<file path="config.mk">
export PLATFORM = sky130hd
export DESIGN_NAME = adc_par_rdctl
export DESIGN_NICKNAME = d
export VERILOG_FILES = /design/src/rtl/adc_rd_pkg.sv /design/src/rtl/adc_rd_timer.sv /design/src/rtl/adc_rd_fsm.sv /design/src/rtl/adc_rd_assemble.sv /design/src/rtl/adc_par_rdctl.sv
export SDC_FILE = /design/constraint.sdc
export NUM_CORES = 1
export LEC_CHECK = 0
export ABC_AREA = 1
export CAP_MARGIN = 10
export CELL_PAD_IN_SITES_DETAIL_PLACEMENT = 1
export CELL_PAD_IN_SITES_GLOBAL_PLACEMENT = 1
export CORE_ASPECT_RATIO = 1.5
export CORE_MARGIN = 3
export CORE_UTILIZATION = 34
export CTS_CLUSTER_DIAMETER = 80
export DETAILED_ROUTE_END_ITERATION = 6
export GPL_ROUTABILITY_DRIVEN = 0
export HOLD_SLACK_MARGIN = 0.03
export MAX_ROUTING_LAYER = met4
export PLACE_DENSITY_LB_ADDON = 0.1
export SLEW_MARGIN = 30
export SYNTH_ARGS = -nofsm -noshare
export SYNTH_HDL_FRONTEND = slang
export SYNTH_HIERARCHICAL = 1
export SYNTH_SLANG_ARGS = --single-unit
export TNS_END_PERCENT = 20
</file>
<file path="constraint.sdc">
create_clock -name clk -period 1.9 [get_ports clk]
set_input_delay 0.38 -clock clk [delete_from_list [all_inputs] [get_ports clk]]
set_output_delay 0.38 -clock clk [all_outputs]
set_load 0.03 [all_outputs]
</file>
<file path="src/rtl/adc_rd_pkg.sv">
package adc_rd_pkg;

    localparam int RES_W  = 14;
    localparam int BYTE_W = 8;
    localparam int HI_W   = RES_W - BYTE_W;

    typedef enum logic [3:0] {
        ST_IDLE,
        ST_ACQ_LO,
        ST_ACQ_HI,
        ST_CNV_LO,
        ST_WAIT,
        ST_RD_LO,
        ST_RD_HI,
        ST_DONE,
        ST_RST
    } seq_st_t;

    typedef struct packed {
        logic cs_n;
        logic rc;
        logic hben;
        logic rst_p;
        logic vld;
        logic busy;
    } pins_t;

    function automatic int max_of(input int a, input int b);
        return (a > b) ? a : b;
    endfunction

    // Control-line values for each sequencer state.
    function automatic pins_t pins_of(input seq_st_t s);
        pins_t p;
        p = '{cs_n: 1'b1, rc: 1'b1, hben: 1'b0, rst_p: 1'b0, vld: 1'b0, busy: 1'b1};
        case (s)
            ST_IDLE:   p.busy  = 1'b0;
            ST_ACQ_LO: p.cs_n  = 1'b0;
            ST_ACQ_HI: p.rc    = 1'b0;
            ST_CNV_LO: begin
                p.cs_n = 1'b0;
                p.rc   = 1'b0;
            end
            ST_RD_LO:  p.cs_n  = 1'b0;
            ST_RD_HI:  begin
                p.cs_n = 1'b0;
                p.hben = 1'b1;
            end
            ST_DONE:   p.vld   = 1'b1;
            ST_RST:    p.rst_p = 1'b1;
            default:   p.busy  = 1'b1;
        endcase
        return p;
    endfunction

endpackage

</file>
<file path="src/rtl/adc_rd_timer.sv">
module adc_rd_timer #(
    parameter int CW = 8
) (
    input  logic          clk,
    input  logic          rst,
    input  logic          clr,
    output logic [CW-1:0] cnt
);

    // Counts cycles spent in the current state; saturates at all ones.
    always_ff @(posedge clk) begin
        if (rst || clr) begin
            cnt <= '0;
        end else if (cnt != '1) begin
            cnt <= cnt + 1'b1;
        end
    end

endmodule

</file>
<file path="src/rtl/adc_rd_fsm.sv">
module adc_rd_fsm
    import adc_rd_pkg::*;
#(
    parameter bit BYTE_MODE  = 1'b0,
    parameter int CS_LOW_CYC = 2,
    parameter int ACQ_CYC    = 4,
    parameter int DOUT_DLY   = 3,
    parameter int EOC_TMO    = 256,
    parameter int RST_CYC    = 2,
    parameter int CW         = 9
) (
    input  logic          clk,
    input  logic          rst,
    input  logic          start,
    input  logic          reset_req,
    input  logic          adc_eoc,
    input  logic [CW-1:0] cnt,
    output logic          st_chg,
    output logic          lat_lo,
    output logic          lat_hi,
    output logic          err,
    output pins_t         pins
);

    localparam logic [CW-1:0] L_CS  = CW'(CS_LOW_CYC - 1);
    localparam logic [CW-1:0] L_ACQ = CW'(ACQ_CYC - 1);
    localparam logic [CW-1:0] L_DO  = CW'(DOUT_DLY - 1);
    localparam logic [CW-1:0] L_TMO = CW'(EOC_TMO - 1);
    localparam logic [CW-1:0] L_RST = CW'(RST_CYC - 1);

    seq_st_t st, nxt;
    logic    eoc_q;
    logic    eoc_fall;
    logic    tmo_hit;

    assign eoc_fall = eoc_q && !adc_eoc;

    always_comb begin
        nxt     = st;
        lat_lo  = 1'b0;
        lat_hi  = 1'b0;
        tmo_hit = 1'b0;
        case (st)
            ST_IDLE: begin
                if (start)          nxt = ST_ACQ_LO;
                else if (reset_req) nxt = ST_RST;
            end
            ST_ACQ_LO: if (cnt == L_CS)  nxt = ST_ACQ_HI;
            ST_ACQ_HI: if (cnt == L_ACQ) nxt = ST_CNV_LO;
            ST_CNV_LO: if (cnt == L_CS)  nxt = ST_WAIT;
            ST_WAIT: begin
                if (eoc_fall) begin
                    nxt = ST_RD_LO;
                end else if (cnt == L_TMO) begin
                    nxt     = ST_IDLE;
                    tmo_hit = 1'b1;
                end
            end
            ST_RD_LO: begin
                if (cnt == L_DO) begin
                    lat_lo = 1'b1;
                    nxt    = BYTE_MODE ? ST_RD_HI : ST_DONE;
                end
            end
            ST_RD_HI: begin
                if (cnt == L_DO) begin
                    lat_hi = 1'b1;
                    nxt    = ST_DONE;
                end
            end
            ST_DONE:  nxt = ST_IDLE;
            ST_RST:   if (cnt == L_RST) nxt = ST_IDLE;
            default:  nxt = ST_IDLE;
        endcase
    end

    assign st_chg = (nxt != st);
    assign pins   = pins_of(st);

    always_ff @(posedge clk) begin
        if (rst) begin
            st    <= ST_IDLE;
            eoc_q <= 1'b0;
            err   <= 1'b0;
        end else begin
            st    <= nxt;
            eoc_q <= adc_eoc;
            if (st == ST_IDLE && start) begin
                err <= 1'b0;
            end else if (tmo_hit) begin
                err <= 1'b1;
            end
        end
    end


    eoc_gate_chk: assert property (@(posedge clk) disable iff (rst)
        (st == ST_RD_LO && $past(st) == ST_WAIT) |-> $past(!adc_eoc));


    tmo_flag_chk: assert property (@(posedge clk) disable iff (rst)
        $rose(err) |-> ($past(st) == ST_WAIT && st == ST_IDLE));


    acq_entry_chk: assert property (@(posedge clk) disable iff (rst)
        (st == ST_ACQ_LO) |-> ($past(st) == ST_IDLE || $past(st) == ST_ACQ_LO));

endmodule

</file>
<file path="src/rtl/adc_rd_assemble.sv">
module adc_rd_assemble
    import adc_rd_pkg::*;
#(
    parameter bit BYTE_MODE = 1'b0,
    parameter int BUS_W     = 14
) (
    input  logic             clk,
    input  logic             rst,
    input  logic             lat_lo,
    input  logic             lat_hi,
    input  logic [BUS_W-1:0] bus,
    output logic [RES_W-1:0] result
);

    generate
        if (BYTE_MODE) begin : g_byte
            logic [BYTE_W-1:0] lo_q;
            logic              unused_top;

            // Bits above the result width in the high byte carry nothing.
            assign unused_top = ^bus[BUS_W-1:HI_W];

            always_ff @(posedge clk) begin
                if (rst) begin
                    lo_q   <= '0;
                    result <= '0;
                end else begin
                    if (lat_lo) lo_q   <= bus[BYTE_W-1:0];
                    if (lat_hi) result <= {bus[HI_W-1:0], lo_q};
                end
            end
        end else begin : g_word
            logic unused_hi;

            assign unused_hi = lat_hi;

            always_ff @(posedge clk) begin
                if (rst) begin
                    result <= '0;
                end else if (lat_lo) begin
                    result <= bus[RES_W-1:0];
                end
            end
        end
    endgenerate

endmodule

</file>
<file path="src/rtl/adc_par_rdctl.sv">
module adc_par_rdctl
    import adc_rd_pkg::*;
#(
    parameter bit  BYTE_MODE  = 1'b0,
    parameter int  CS_LOW_CYC = 2,
    parameter int  ACQ_CYC    = 4,
    parameter int  DOUT_DLY   = 3,
    parameter int  EOC_TMO    = 256,
    parameter int  RST_CYC    = 2,
    localparam int BUS_W      = BYTE_MODE ? BYTE_W : RES_W
) (
    input  logic             clk,
    input  logic             rst,
    input  logic             start,
    input  logic             reset_req,
    input  logic             adc_eoc,
    input  logic [BUS_W-1:0] adc_d,
    output logic             adc_cs_n,
    output logic             adc_rc,
    output logic             adc_hben,
    output logic             adc_reset,
    output logic             busy,
    output logic [RES_W-1:0] result,
    output logic             result_vld,
    output logic             timeout_err
);

    localparam int MAXC = max_of(max_of(max_of(CS_LOW_CYC, ACQ_CYC), max_of(DOUT_DLY, EOC_TMO)), RST_CYC);
    localparam int CW   = $clog2(MAXC + 1) + 1;

    logic [CW-1:0] cnt;
    logic          st_chg;
    logic          lat_lo;
    logic          lat_hi;
    pins_t         pins;

    adc_rd_timer #(.CW(CW)) u_timer (
        .clk (clk),
        .rst (rst),
        .clr (st_chg),
        .cnt (cnt)
    );

    adc_rd_fsm #(
        .BYTE_MODE  (BYTE_MODE),
        .CS_LOW_CYC (CS_LOW_CYC),
        .ACQ_CYC    (ACQ_CYC),
        .DOUT_DLY   (DOUT_DLY),
        .EOC_TMO    (EOC_TMO),
        .RST_CYC    (RST_CYC),
        .CW         (CW)
    ) u_fsm (
        .clk       (clk),
        .rst       (rst),
        .start     (start),
        .reset_req (reset_req),
        .adc_eoc   (adc_eoc),
        .cnt       (cnt),
        .st_chg    (st_chg),
        .lat_lo    (lat_lo),
        .lat_hi    (lat_hi),
        .err       (timeout_err),
        .pins      (pins)
    );

    adc_rd_assemble #(.BYTE_MODE(BYTE_MODE), .BUS_W(BUS_W)) u_asm (
        .clk    (clk),
        .rst    (rst),
        .lat_lo (lat_lo),
        .lat_hi (lat_hi),
        .bus    (adc_d),
        .result (result)
    );

    assign adc_cs_n   = pins.cs_n;
    assign adc_rc     = pins.rc;
    assign adc_hben   = pins.hben;
    assign adc_reset  = pins.rst_p;
    assign busy       = pins.busy;
    assign result_vld = pins.vld;


    lat_bus_chk: assert property (@(posedge clk) disable iff (rst)
        (lat_lo || lat_hi) |-> (!adc_cs_n && adc_rc));


    lat_hi_chk: assert property (@(posedge clk) disable iff (rst)
        lat_hi |-> adc_hben);


    vld_pulse_chk: assert property (@(posedge clk) disable iff (rst)
        result_vld |=> !result_vld);


    rst_cs_chk: assert property (@(posedge clk) disable iff (rst)
        adc_reset |-> adc_cs_n);


    idle_cs_chk: assert property (@(posedge clk) disable iff (rst)
        !busy |-> (adc_cs_n && !adc_reset));

endmodule

</file>
==> flow_results.org, run 1 <==
** Worst setup path
- R2R Path End :: u_timer/cnt[5]
- Measured in cells, the most critical reg-to-reg path has a length of 13.
- Reg2Reg Launch Point :: u_timer/cnt[8]
- Maximum fanout along the worst path :: 7
- The worst setup path is launched from a register.
- Nature of the critical path endpoint :: register
- Data arrival, critical path :: 2.04 ns
- WS Path Type :: reg -> reg
- Required arrival time at the worst endpoint :: 2.08 ns
- Setup slack on the worst reg-to-reg path comes out at 0.05 ns.

** Synth
- Synthesis handed over a netlist of 290 instances.
- The number of nets handed over by synthesis was 310.
- Synth Cell Area :: 1745 um2
- Count of synthesis-stage warnings from yosys :: 6
- Avg Cell Area, Syn :: 6.019 um2

** CTS
- After clock tree synthesis, the flow added hold-fix buffers numbering 0.
- Clock transition at the register clock pins on the worst setup and hold paths after CTS :: 0.06 ns
- Max Root-Sink Buffers :: 2
- TritonCTS built the clock tree.
- Total CTS buffers :: 5
- Skew-Pair Late Insertion Delay :: 0.28 ns
- Num Clock Sinks :: 30
- The H-tree generated during clock tree synthesis spans 2 levels.
- The cell sitting at the root of the clock tree is a clkbuf_8.

** Min path
- The path class of the tightest hold or removal check is reg -> reg.
- Min-Delay Startpoint :: u_asm/result[0]
- For hold timing, the worst endpoint is u_asm/result[0].
- Number of cells on the worst hold path :: 2

** Route
- Count of unresolved DRC violations after routing :: 0
- DRC violation total after the first TritonRoute iteration :: 46
- The first TritonRoute pass finished after 4 iterations.
- Using the TritonRoute via totals, the vias-per-cell ratio works out to 4.647.
- Once detail routing completed, the nets flagged for antenna violations numbered 0.
- The routed layout has 2012 vias.
- Average routed wire per standard cell :: 13.29 um
- The routed design has 5.753 mm of wire.

** Timing
- Slew @ Worst Pin :: 0.4248 ns
- Of the available clock period, the critical path in the final layout requires 97.50%.
- Period minus WS final :: 1.852 ns
- Hold is met by 0.4708 ns.
- Setup repair after global routing could not meet its margin everywhere.
- For the final database, setup skew stands at 0.002138 ns.
- For this run, the top clock speed supported by timing is 539.8 MHz.
- In this run the tightest slew margin relative to its limit is 71.65%.
- The number of pins with negative max-slew slack in the final report came to 0.
- Setup violations remaining at the end of the flow were counted as 0.
- Final hold violation count :: 0

** Placed design
- DP Wirelength :: 4.267 mm
- The count of buffers added on input and output ports is 39.
- Number of placed instances, taps included :: 422

** Layout
- Highest-count cells in the layout ignoring fill and taps :: nand2_1 (78), inv_1 (48), nor2_1 (47), clkdlybuf4s50_1 (33), buf_4 (31)
- Cells fill 55.86% of the core in the end.
- Area added between synthesis and finish :: 56.42%
- After the flow finishes, the layout carries non-filler instances totaling 433.
- Share of post-route cells with drive strength above 1 :: 28.07%
- Leaving out fill and tap cells, the most frequent cell in the layout is nand2_1.
- 0 antenna diodes ended up in the layout.
- In the final design database the tool counted 386 nets.

** Pwr
- In this run the power density over the cells is 660.9 nW/um2.
- Across the VDD grid, the largest voltage drop is 294.5 uV.
- The analysis attributes to cell leakage a power of 1.283 nW.

** Global routing
- GR Layer Usage met2 :: 40.34%
- For this run the aggregate overflow at the end of global routing stands at 0.
- The global routing stage identified its most utilized layer as met2.
- Global routing used 3.952% of the available met3 tracks.
- The number of global-route vias before repair is 2139.
- The initial antenna violation count came to 0.
- In the global route stage, met1 resource usage came out at 19.21%.
- Entering global routing, the biggest net connects 29 pins.
- For this run, the total global-route usage over all layers was measured as 20.71%.
- First-pass GRT wire length :: 9.494 mm

** Floorplanning
- Core area :: 4887 um2
- Initial standard-cell utilization of the core :: 35.71%
- From left edge to right edge, the die measures 64.50 um.
- For this design the top-level I/O count stands at 40.
- Row Count :: 31
- Area of the die :: 6047 um2
- Chip height :: 93.75 um

** Flow run
- The tool flagged a number of max-cap violations equal to 0.

** Outcome
- The flow ran to the end, and the final reports show no timing, DRC or antenna violations.
[final cells by class]
| type | instances | area (um2) |
|---|---|---|
| fillers | 675 | 2157 |
| multi-input cells | 203 | 1033 |
| repair buffers | 73 | 659.4 |
| flip-flops and latches | 30 | 610.6 |
| inverters | 53 | 201.4 |
| clock buffers | 6 | 82.58 |
| well taps | 66 | 82.58 |
| clock inverters | 2 | 60.06 |
[worst max-delay path by stage]
stage,from,endpoint,slack [ns],cells after the start
floorplan,u_fsm/st[2],u_timer/cnt[2],0.005,12
global placement,adc_eoc,u_timer/cnt[3],-0.07,13
detailed placement,adc_eoc,u_timer/cnt[2],-0.16,13
CTS,u_fsm/st[3],u_timer/cnt[2],-0.05,14
global route,u_timer/cnt[8],u_timer/cnt[3],-0.08,14
finish,u_timer/cnt[8],u_timer/cnt[5],0.05,13
[registers in the layout, summed over array words and instances, names as in the netlist]
register / count
u_fsm/eoc_q: 1
u_fsm/err: 1
u_timer/cnt: 10
u_asm/result: 14
u_fsm/st: 4
[stage by stage]
step | setup WS, ns | instance area (um2) | setup TNS, ns | power (mW)
2_1_floorplan | 0.005223 | 1765 | 0 | 0.8173
3_3_place_gp | -0.07220 | 2444 | -0.3461 | 0.9557
3_5_place_dp | -0.1620 | 2444 | -1.047 | 0.9634
4_1_cts | -0.04831 | 2594 | -0.1675 | 1.779
5_1_grt | -0.07763 | 2730 | -0.5702 | 1.894
6_report | 0.04754 | 2730 | 0 | 1.804
[worst max-delay path: stages (launching register included)]
cell	delay, ns
dfxtp_2	0.34
nor2_4	0.14
nand2_2	0.08
nor2_4	0.18
nand2_2	0.09
buf_4	0.15
a21oi_1	0.18
nand2_1	0.10
nand3_2	0.08
nor2_2	0.04
buf_6	0.14
buf_4	0.13
nand2_2	0.06
inv_1	0.04
[layer usage]
metal / wire length, um / up-vias
met1: 2045 / 945
met3: 186 / 11
met5: 0 / -
li1: - / 1019
met2: 3376 / 37
met4: 144 / 0
[what timing repair did]
action,4_1_cts,5_1_grt
setup endpoints to repair,12,18
pin swaps,0,18
resized for setup,8,46
setup buffers,0,3
[where the power goes]
part	leakage (nW)	switching (mW)	internal (mW)	total, mW
clock network	0.0714	0.251	0.559	0.810
logic	0.965	0.188	0.147	0.335
registers	0.246	0.0163	0.643	0.660
total	1.28	0.455	1.35	1.80
Note: power is estimated with default switching activity, not from simulation.
==> run 2, diff against run 1 <==
Settings changed: CELL_PAD_IN_SITES_DETAIL_PLACEMENT 1 to unset, CELL_PAD_IN_SITES_GLOBAL_PLACEMENT 1 to unset, CORE_UTILIZATION 34 to 40, PLACE_DENSITY set to 0.66, PLACE_DENSITY_LB_ADDON 0.1 to unset.
==> run 2 against run 1 <==
  * Clock power down 36%
  * Setup slack better by 0.033 ns
  * Highest routed layer unchanged
  * Maximum frequency up 1.8%
==> flow_results.org, run 2 (synthesis results as in run 1) <==
** Min path
- Class of the most critical hold timing path :: reg -> reg
- The startpoint identified for the worst hold timing path is u_asm/result[5].

** Route
- The number of remaining DRC errors was 0 (unchanged).
- Average routed wire per standard cell :: 10.66 um (-20%)
- The initial DRC count is 61 (+33%).
- The mean number of vias per cell came to 4.596 (-1.1%).
- Via total after detailed routing :: 1843 (-8.4%)
- Drt first pass iters :: 4 (unchanged)
- The final routed wirelength across all metal layers is 4.276 mm (-26%).
- Final ANT Viol Nets :: 0 (unchanged)

** Layout
- The fraction of final layout cells sized beyond drive strength 1 came to 20.22% (-7.8 points).
- Counting flops per register, the top entry is u_asm/result.
- Number of antenna cells inserted :: 0 (unchanged)
- Layout fillers :: 404 (-40%)
- From synthesis to final layout, the design area changed by 44.16%.
- Leading cell type in the layout, fill and taps excluded :: nand2_1
- The number of flip-flops under the largest register name was 14 (unchanged).
- The net total in the final layout is 375 (-2.8%).
- Leading registers by flop count :: u_asm/result (14), u_timer/cnt (10), u_fsm/st (4)
- Leaving out fill and tap cells, the most frequent cells in the layout are nand2_1 (83), nor2_1 (52), inv_1 (49), clkdlybuf4s50_1 (33), dfxtp_1 (25).

** Worst setup path
- Startpoint type of the worst setup path :: register
- Data arrival, critical path :: 1.44 ns (-0.60 ns)
- Maximum fanout along the worst path :: 8 (+1)
- Nature of the critical path endpoint :: output pin
- Required arrival time at the worst endpoint :: 1.52 ns (-0.56 ns)
- The critical path is of the reg -> out type.
- The worst register-to-register path begins at u_timer/cnt[8].
- Startpoint of the worst setup timing path :: u_fsm/st[1]

** Timing
- Final-layout setup total negative slack :: 0 ns (unchanged)
- Final hold violation count :: 0 (unchanged)
- Max_slew headroom :: 71.64% (about the same)
- The slew of the pin with the lowest slew margin came to 0.4249 ns (+0.0001395 ns).
- The worst hold slack after final layout was 0.4686 ns (-0.002132 ns).
- The count of final setup violators is 0 (unchanged).
- Period minus WS final :: 1.819 ns (-0.03323 ns)
- The number of pins with negative max-slew slack in the final report came to 0 (unchanged).
- The maximum clock skew at final layout came to 0.003523 ns (+0.001385 ns).
- Maximum clock frequency :: 549.7 MHz (+1.8%)
- The share of the clock period used by the worst path came to 95.75% (-1.7 points).

** Floorplanning
- Row Count :: 28 (-9.7%)
- The number of top-level pins is 40 (unchanged).
- The initial core utilization came to 42.95% (+7.2 points).
- Core area :: 4064 um2 (-17%)
- Floorplan die width :: 59.94 um (-7.1%)
- Chip height :: 86.91 um (-7.3%)
- Area of the die :: 5209 um2 (-14%)

** Pwr
- The clock network power share is 35.5% (-9.4 points).
- Internal power component :: 1.063 mW (-21%)
- Gate power share :: 20.1% (+1.6 points)
- The relative contribution of sequential cells to total power was 44.4% (+7.8 points).
- Switching share of total power :: 27.57% (+2.4 points)
- Worst-case vdd ir drop :: 489.8 uV (+66%)
- The leakage power was 1.205 nW (-6.1%).
- Net load switching power :: 0.4046 mW (-11%)
- The total power after layout was 1.468 mW (-19%).
- The power per cell area is 583.2 nW/um2 (-12%).

** Outcome
- Run status :: finished clean

** CTS
- The source-to-sink clock delay at the later pin of the worst-skew pair is 0.27 ns (about the same).
- Clock transition at the register clock pins on the worst setup and hold paths after CTS :: 0.06 ns (about the same)
- Max Root-Sink Buffers :: 2 (unchanged)
- Root Buffer Master :: clkbuf_8
- Num Clock Sinks :: 30 (unchanged)
- Total CTS buffers :: 5 (unchanged)
- TritonCTS built the clock tree.
- The H-tree depth reported by CTS was 2 (unchanged).

** Global routing
- First-pass GRT wire length :: 7.017 mm (-26%)
- The total congestion overflow after global routing was 0 (unchanged).
- The largest net degree at the start of global routing was 29 (unchanged).
- The global-route usage over all layers is 18.04% (-2.7 points).
- The number of global-route vias before repair came to 1677 (-22%).
- Number of antenna violations at the first check in global routing :: 0 (unchanged)

** Placed design
- The half-perimeter wire length after detailed placement came to 3.221 mm (-25%).
- The number of port buffers was 39 (unchanged).

** Flow run
- Total of max-cap violations :: 0 (unchanged)
## run 2: cell count changes in the layout (fill, tap and decap cells not counted), moves of 2 or more
cell       before  now
dfxtp_4         0    2
buf_6           4    1
dfxtp_2         8    3
nor2_2         12    8
dfxtp_1        22   25
a21oi_2         4    0
nor2_1         47   52
bufinv_16       2    0
nand2_1        78   83
buf_4          31   24
a21oi_1         5    9
nand2_4         0    2
nand2_2        14    7
## run 2: power groups by stage
| stage | combinational, mW | sequential (mW) | clock, mW |
|---|---|---|---|
| after floorplan | 0.147 | 0.670 | 0 |
| after global placement | 0.273 | 0.665 | 0 |
| after detailed placement | 0.274 | 0.665 | 0 |
| after CTS | 0.271 | 0.651 | 0.540 |
| after global routing | 0.327 | 0.654 | 0.567 |
| final | 0.295 | 0.652 | 0.520 |
## run 2: metal layers
metal	vias to the layer above	track usage, %	share of wire [%]
met5	-	-	0
met4	0	6.653	1.3
met3	4	4.154	5.4
met2	46	31.50	52
met1	796	19.27	41
li1	997	-	-
## run 2: path summary, 6_finish.rpt
check        depth (start not counted)         endpoint  slack [ns]
max                                  4        adc_reset        0.08
min                                  2  u_asm/result[5]        0.47
max reg2reg                         14   u_timer/cnt[1]        0.08
min reg2reg                          2  u_asm/result[5]        0.47
## run 2: repair_timing
item	in CTS	in global routing
pin swaps	1	15
gates resized for setup	4	30
endpoints found under the setup margin	5	15
buffers inserted	0	2
hold buffers	0	0
## run 2: area by class of cell
class                      instances  area [um2]  area share (%)
clock buffer                       7       86.33           3.431
clock inverter                     1       5.005          0.1989
inverter                          53       201.4           8.006
multi-input combinational        203       998.5           39.68
sequential                        30       611.8           24.32
tap                               45       56.30           2.238
timing repair buffer              62       556.8           22.13
## run 2: critical path, cell delays in order, from the launching register on
cell,delay [ns]
dfxtp_1,0.34
inv_4,0.12
nand2_1,0.14
nor3_4,0.15
dlygate4sd2_1,0.42
## run 2: stage by stage
stage                     utilization, %  setup slack [ns]  area, um2  instances
after floorplan                        -          0.005223       1765        290
after global placement             57.33          -0.07748       2330        391
after detailed placement           57.33          -0.09328       2330        391
after CTS                          59.45          0.002762       2416        399
after global routing               61.92          -0.03896       2516        401
final                              61.92           0.08077       2516        401
==> run 3, diff against run 2 <==
Settings changed: CTS_CLUSTER_SIZE set to 14.
==> results of run 3 <==
Same layout as run 2: the final DEF is identical, and so are final timing and power.
